===== config.mk =====
export PLATFORM = sky130hd
export DESIGN_NAME = tone_steer
export DESIGN_NICKNAME = d
export VERILOG_FILES = /design/src/rtl/tone_steer_pkg.sv /design/src/rtl/tsl_run_counter.sv /design/src/rtl/tsl_settle_delay.sv /design/src/rtl/tone_steer.sv
export SDC_FILE = /design/constraint.sdc
export NUM_CORES = 1
export LEC_CHECK = 0
export BUFFER_PORTS_ARGS = -buffer_cell sky130_fd_sc_hd__buf_2
export CORE_UTILIZATION = 55
export CTS_CLUSTER_SIZE = 20
export DETAILED_ROUTE_END_ITERATION = 7
export GPL_TIMING_DRIVEN = 0
export HOLD_SLACK_MARGIN = 0.12
export PLACE_DENSITY = 0.87
export SETUP_SLACK_MARGIN = 0.15
export SKIP_CTS_REPAIR_TIMING = 1
export SLEW_MARGIN = 20
export SYNTH_ARGS = -nofsm -noshare
export SYNTH_HDL_FRONTEND = slang
export SYNTH_SLANG_ARGS = --single-unit

===== constraint.sdc =====
create_clock -name clk -period 0.9 [get_ports clk]
set_input_delay 0.18 -clock clk [delete_from_list [all_inputs] [get_ports clk]]
set_output_delay 0.18 -clock clk [all_outputs]
set_load 0.03 [all_outputs]

===== src/rtl/tone_steer_pkg.sv =====
package tone_steer_pkg;
  typedef enum logic {
    ST_IDLE = 1'b0,
    ST_HELD = 1'b1
  } steer_state_t;
endpackage


===== src/rtl/tsl_run_counter.sv =====
// Counts consecutive cycles of 'run'; 'reach' marks the cycle that completes the run.
module tsl_run_counter #(
  parameter int CNT_W = 8
) (
  input  logic             clk,
  input  logic             rst_n,
  input  logic             run,
  input  logic [CNT_W-1:0] limit,
  output logic             reach
);
  localparam int EXT_W = CNT_W + 1;

  logic [CNT_W-1:0] cnt_q, cnt_n;
  logic [EXT_W-1:0] cnt_inc;

  assign cnt_inc = {1'b0, cnt_q} + EXT_W'(1);
  assign reach   = run && (cnt_inc >= {1'b0, limit});

  always_comb begin
    if (!run || reach) cnt_n = '0;
    else               cnt_n = cnt_inc[CNT_W-1:0];
  end

  always_ff @(posedge clk or negedge rst_n) begin
    if (!rst_n) cnt_q <= '0;
    else        cnt_q <= cnt_n;
  end
endmodule


===== src/rtl/tsl_settle_delay.sv =====
// Raises 'flag' a fixed number of edges after 'start' while 'arm' stays high.
module tsl_settle_delay #(
  parameter int SETTLE = 2
) (
  input  logic clk,
  input  logic rst_n,
  input  logic arm,
  input  logic start,
  output logic flag
);
  localparam int SW = $clog2(SETTLE + 1);
  localparam logic [SW-1:0] SET_V = SW'(SETTLE);

  logic [SW-1:0] sc_q, sc_n;
  logic          flag_q, flag_n;

  always_comb begin
    if (!arm || start)      sc_n = '0;
    else if (sc_q == SET_V) sc_n = sc_q;
    else                    sc_n = sc_q + SW'(1);
    flag_n = arm && (sc_n == SET_V);
  end

  always_ff @(posedge clk or negedge rst_n) begin
    if (!rst_n) begin
      sc_q   <= '0;
      flag_q <= 1'b0;
    end else begin
      sc_q   <= sc_n;
      flag_q <= flag_n;
    end
  end

  assign flag = flag_q;
endmodule


===== src/rtl/tone_steer.sv =====
module tone_steer
  import tone_steer_pkg::*;
#(
  parameter int CODE_W = 4,
  parameter int CNT_W  = 8,
  parameter int SETTLE = 2
) (
  input  logic              clk,
  input  logic              rst_n,
  input  logic              tone_present,
  input  logic [CODE_W-1:0] tone_code,
  input  logic [CNT_W-1:0]  acq_len,
  input  logic [CNT_W-1:0]  rel_len,
  input  logic              bus_oe,
  output logic [CODE_W-1:0] bus_code,
  output logic              bus_drive,
  output logic              guard,
  output logic              digit_valid
);
  // reset: asserted asynchronously, released on a clock edge
  logic [1:0] rst_sync_q;
  logic       rst_i;

  always_ff @(posedge clk or negedge rst_n) begin
    if (!rst_n) rst_sync_q <= 2'b00;
    else        rst_sync_q <= {rst_sync_q[0], 1'b1};
  end
  assign rst_i = rst_sync_q[1];

  steer_state_t      state_q, state_n;
  logic [CODE_W-1:0] code_q, code_n;
  logic              guard_q, guard_n;
  logic              run, reach, latch_en, release_ev;
  logic [CNT_W-1:0]  limit;

  // one counter serves both directions: presence while idle, absence while held
  always_comb begin
    if (state_q == ST_IDLE) begin
      run   = tone_present;
      limit = acq_len;
    end else begin
      run   = !tone_present;
      limit = rel_len;
    end
  end

  tsl_run_counter #(.CNT_W(CNT_W)) u_run (
    .clk   (clk),
    .rst_n (rst_i),
    .run   (run),
    .limit (limit),
    .reach (reach)
  );

  assign latch_en   = (state_q == ST_IDLE) && reach;
  assign release_ev = (state_q == ST_HELD) && reach;

  always_comb begin
    state_n = state_q;
    if (latch_en)   state_n = ST_HELD;
    if (release_ev) state_n = ST_IDLE;
    code_n  = latch_en ? tone_code : code_q;
    guard_n = (state_n == ST_HELD) && tone_present;
  end

  always_ff @(posedge clk or negedge rst_i) begin
    if (!rst_i) begin
      state_q <= ST_IDLE;
      code_q  <= '0;
      guard_q <= 1'b0;
    end else begin
      state_q <= state_n;
      code_q  <= code_n;
      guard_q <= guard_n;
    end
  end

  tsl_settle_delay #(.SETTLE(SETTLE)) u_settle (
    .clk   (clk),
    .rst_n (rst_i),
    .arm   (state_n == ST_HELD),
    .start (latch_en),
    .flag  (digit_valid)
  );

  assign guard     = guard_q;
  assign bus_drive = bus_oe;
  assign bus_code  = bus_oe ? code_q : '0;
endmodule


==> results.yml <==
finish:
  mostFrequentLayoutCells: "22 x buf_2, 14 x dfrtp_1, 10 x ha_1"
  nets: 181
  fillers: 119
  drive_gt1_frac: 0.538
  multi_input_area_sq_um: 732
  fin_cells: 172
  n_antenna_cell: 0
  stdcell_area_sq_um: 1570
  syn2layout_area_growth_pct: 36.6
  layout_commonest_cell: "buf_2"
  final-seq-area_sq_um: 482
worst_setup_path:
  cp_max_fo: 7
  rrSetupSlack_ns: -1.46
  crit_path_end_kind: "register"
  arrival_ns: 2.56
  ff2ff_path_depth: 9
  crit_type: "reg2reg"
  start_kind: "register"
  worstReg2RegStart: "u_run.cnt_q[0]"
  crit_chain: "and3_1, nand3_1, xnor2_1, ha_1, nand3_4, o22ai_4, a21oi_4, a21oi_4, mux2_4"
  cpMostUsedCell: "a21oi_4"
  crit_path_max_incr_delay_ns: 0.45
  required_ns: 1.10
  cp_slowest_cell: "dfrtp_2"
  r2r_end: "code_q[0]"
synthesis:
  synth_seq_area_share: 0.413
  synth_top_cell_by_area: "dfrtp_1"
  synth.distinct_cells: 28
  synth_top_cell_area_share: 0.413
  synth-seq-cells: 19
  syn_inst: 103
  syn_area_sq_um: 1150
  yosysWarningCount: 0
  synth.avg_cell_area_sq_um: 11.2
  synthTopCellsByArea: "dfrtp_1 41%, ha_1 12%, mux2i_1 6.1%, mux2_4 5.2%, nor2b_1 3.8%"
  syn_nets: 138
detailed_routing:
  vias_per_cell: 5.28
  dr.pass1.iters: 4
  routed_wl_um: 2460
  first_iter_violations: 18
  routedWlPerCell_um: 14.3
  vias: 909
  antenna_left: 0
  drcViolationCount: 0
timing:
  finalHoldViolCount: 0
  slew_violations: 0
  period_share: 2.63
  finClkSkew_ns: 0.00150
  setup_viol: 23
  timing.final.ws_setup_ns: -1.46
  rsz0062_at_grt: "true"
  clock.fmax_mhz: 423
  timing.final.crit_period_ns: 2.36
cts:
  path_clk_slew_ns: 0.11
  insertion_delay_ns: 0.30
  htree_num_levels: 1
  cts_buffers: 3
  cts.sinks: 19
  cts_root_buf: "clkbuf_4"
  tritoncts: "built"
  cts_buffer_depth: 2
global_routing:
  grt_max_degree: 18
  antenna_found_initial: 0
  track_usage: 0.199
  grt_pass1_wl_um: 3020
  grt_pass1_vias: 721
  globalRouteOverflowTotal: 0
hold_path:
  min_path_type: "in2reg"
  holdPathStages: 2
  whs_endpoint: "code_q[0]"
  hp-start: "tone_code[0]"
run_status:
  status: "finished, violations left"
  violations: "negative setup slack"
die:
  die_y_um: 47.7
  start_util: 0.586
  die_w_um: 47.7
  rows: 16
  core_sq_um: 1960
  io_pins: 31
  design.die.area_sq_um: 2280
run:
  cap_violations: 0
power_and_ir_drop:
  irDropWorstVdd_mv: 1.54
  power_density_nw_per_um2: 2100
  cellLeakagePower_nw: 0.765
placement:
  place.gp.congestion: 0.694
  placed_cells_incl_taps: 160
  port_buffers: 30
  postPlaceCellArea_sq_um: 1350
  dp_hpwl_um: 1650
-- cell type report --
type / count / area share
multi-input combinational: 77 / 0.466
sequential: 19 / 0.307
timing repair buffer: 38 / 0.167
tap: 27 / 0.0215
clock buffer: 4 / 0.0167
inverter: 5 / 0.0120
buffer: 2 / 0.00956
-- cell families after synthesis --
family	after synthesis	synth area share
mux	13	0.133
simple gates	36	0.180
compound gates	9	0.0707
xor+xnor	7	0.0533
fa+ha+maj	11	0.120
other cells	1	0.00326
buf+inv	7	0.0272
flops	19	0.413
-- sequential cells by signal (all words and copies together), names as in the netlist --
| signal | cells |
|---|---|
| u_run.cnt_q | 8 |
| code_q | 4 |
| rst_sync_q | 2 |
| u_settle.sc_q | 2 |
| guard | 1 |
| state_q | 1 |
| u_settle.flag | 1 |
-- per-layer routing --
metal | up-vias | share of wire | global-route usage
li1 | 437 | - | -
met1 | 421 | 0.40 | 0.229
met2 | 41 | 0.53 | 0.349
met3 | 10 | 0.039 | 0.0340
met4 | 0 | 0.034 | 0.106
met5 | - | 0 | 0
-- stage by stage --
step	setup slack (ns)	utilization	hold WS, ns	TNS, ns	power (mW)
floorplan	-1.24	-	-0.116	-18.88	2.18
global placement	-1.46	0.688	-0.0348	-22.77	2.41
detailed placement	-1.48	0.688	-0.0327	-23.22	2.50
CTS	-1.51	0.702	-0.368	-25.25	2.94
global route	-1.55	0.800	0.103	-26.46	3.50
finish	-1.46	0.800	0.107	-24.83	3.29
-- power breakdown --
| part | total [mW] | leakage [nW] | internal (mW) | switching [mW] |
|---|---|---|---|---|
| sequential | 1.23 | 0.247 | 1.03 | 0.192 |
| combinational | 1.63 | 0.503 | 0.808 | 0.818 |
| clock | 0.443 | 0.0150 | 0.173 | 0.270 |
| total | 3.29 | 0.765 | 2.01 | 1.28 |
-- critical path, delay by kind of cell (launching register included) --
kind / cells / cell delay, ns
AO/OA/AOI/OAI: 3 / 0.50
adder cells (fa/ha/maj): 1 / 0.24
XOR/XNOR: 1 / 0.34
multiplexers: 1 / 0.33
AND/OR/NAND/NOR: 3 / 0.41
flip-flops: 1 / 0.45
-- how the worst max path moves through the flow --
| stage | from | end | slack (ns) | depth (start not counted) |
|---|---|---|---|---|
| 3_5_place_dp | u_run.cnt_q[0] | code_q[0] | -1.48 | 10 |
| 2_1_floorplan | u_run.cnt_q[0] | code_q[0] | -1.24 | 10 |
| 6_report | u_run.cnt_q[0] | code_q[0] | -1.46 | 9 |
| 3_3_place_gp | u_run.cnt_q[0] | code_q[0] | -1.46 | 10 |
| 5_1_grt | u_run.cnt_q[0] | code_q[1] | -1.55 | 9 |
| 4_1_cts | u_run.cnt_q[0] | code_q[0] | -1.51 | 10 |
-- synthesized netlist by cell type --
library cell and instances:
nor3_1 1, o21ai_2 1, a21oi_4 2, and3_1 1, buf_2 1, conb_1 1
o21a_1 1, nor2_1 6, mux2_4 4, nand3_2 3, a21oi_1 4, o22ai_2 1
mux2i_1 7, xor2_1 4, buf_4 1, ha_1 11, mux2_2 2, nor2b_1 7
nand3_1 3, inv_1 5, nand2_2 1, nand2b_1 1, nor2_2 3, and2_1 4
nand2_1 4, nand4_1 2, dfrtp_1 19, xnor2_1 3
Note: power is estimated with default switching activity, not from simulation.
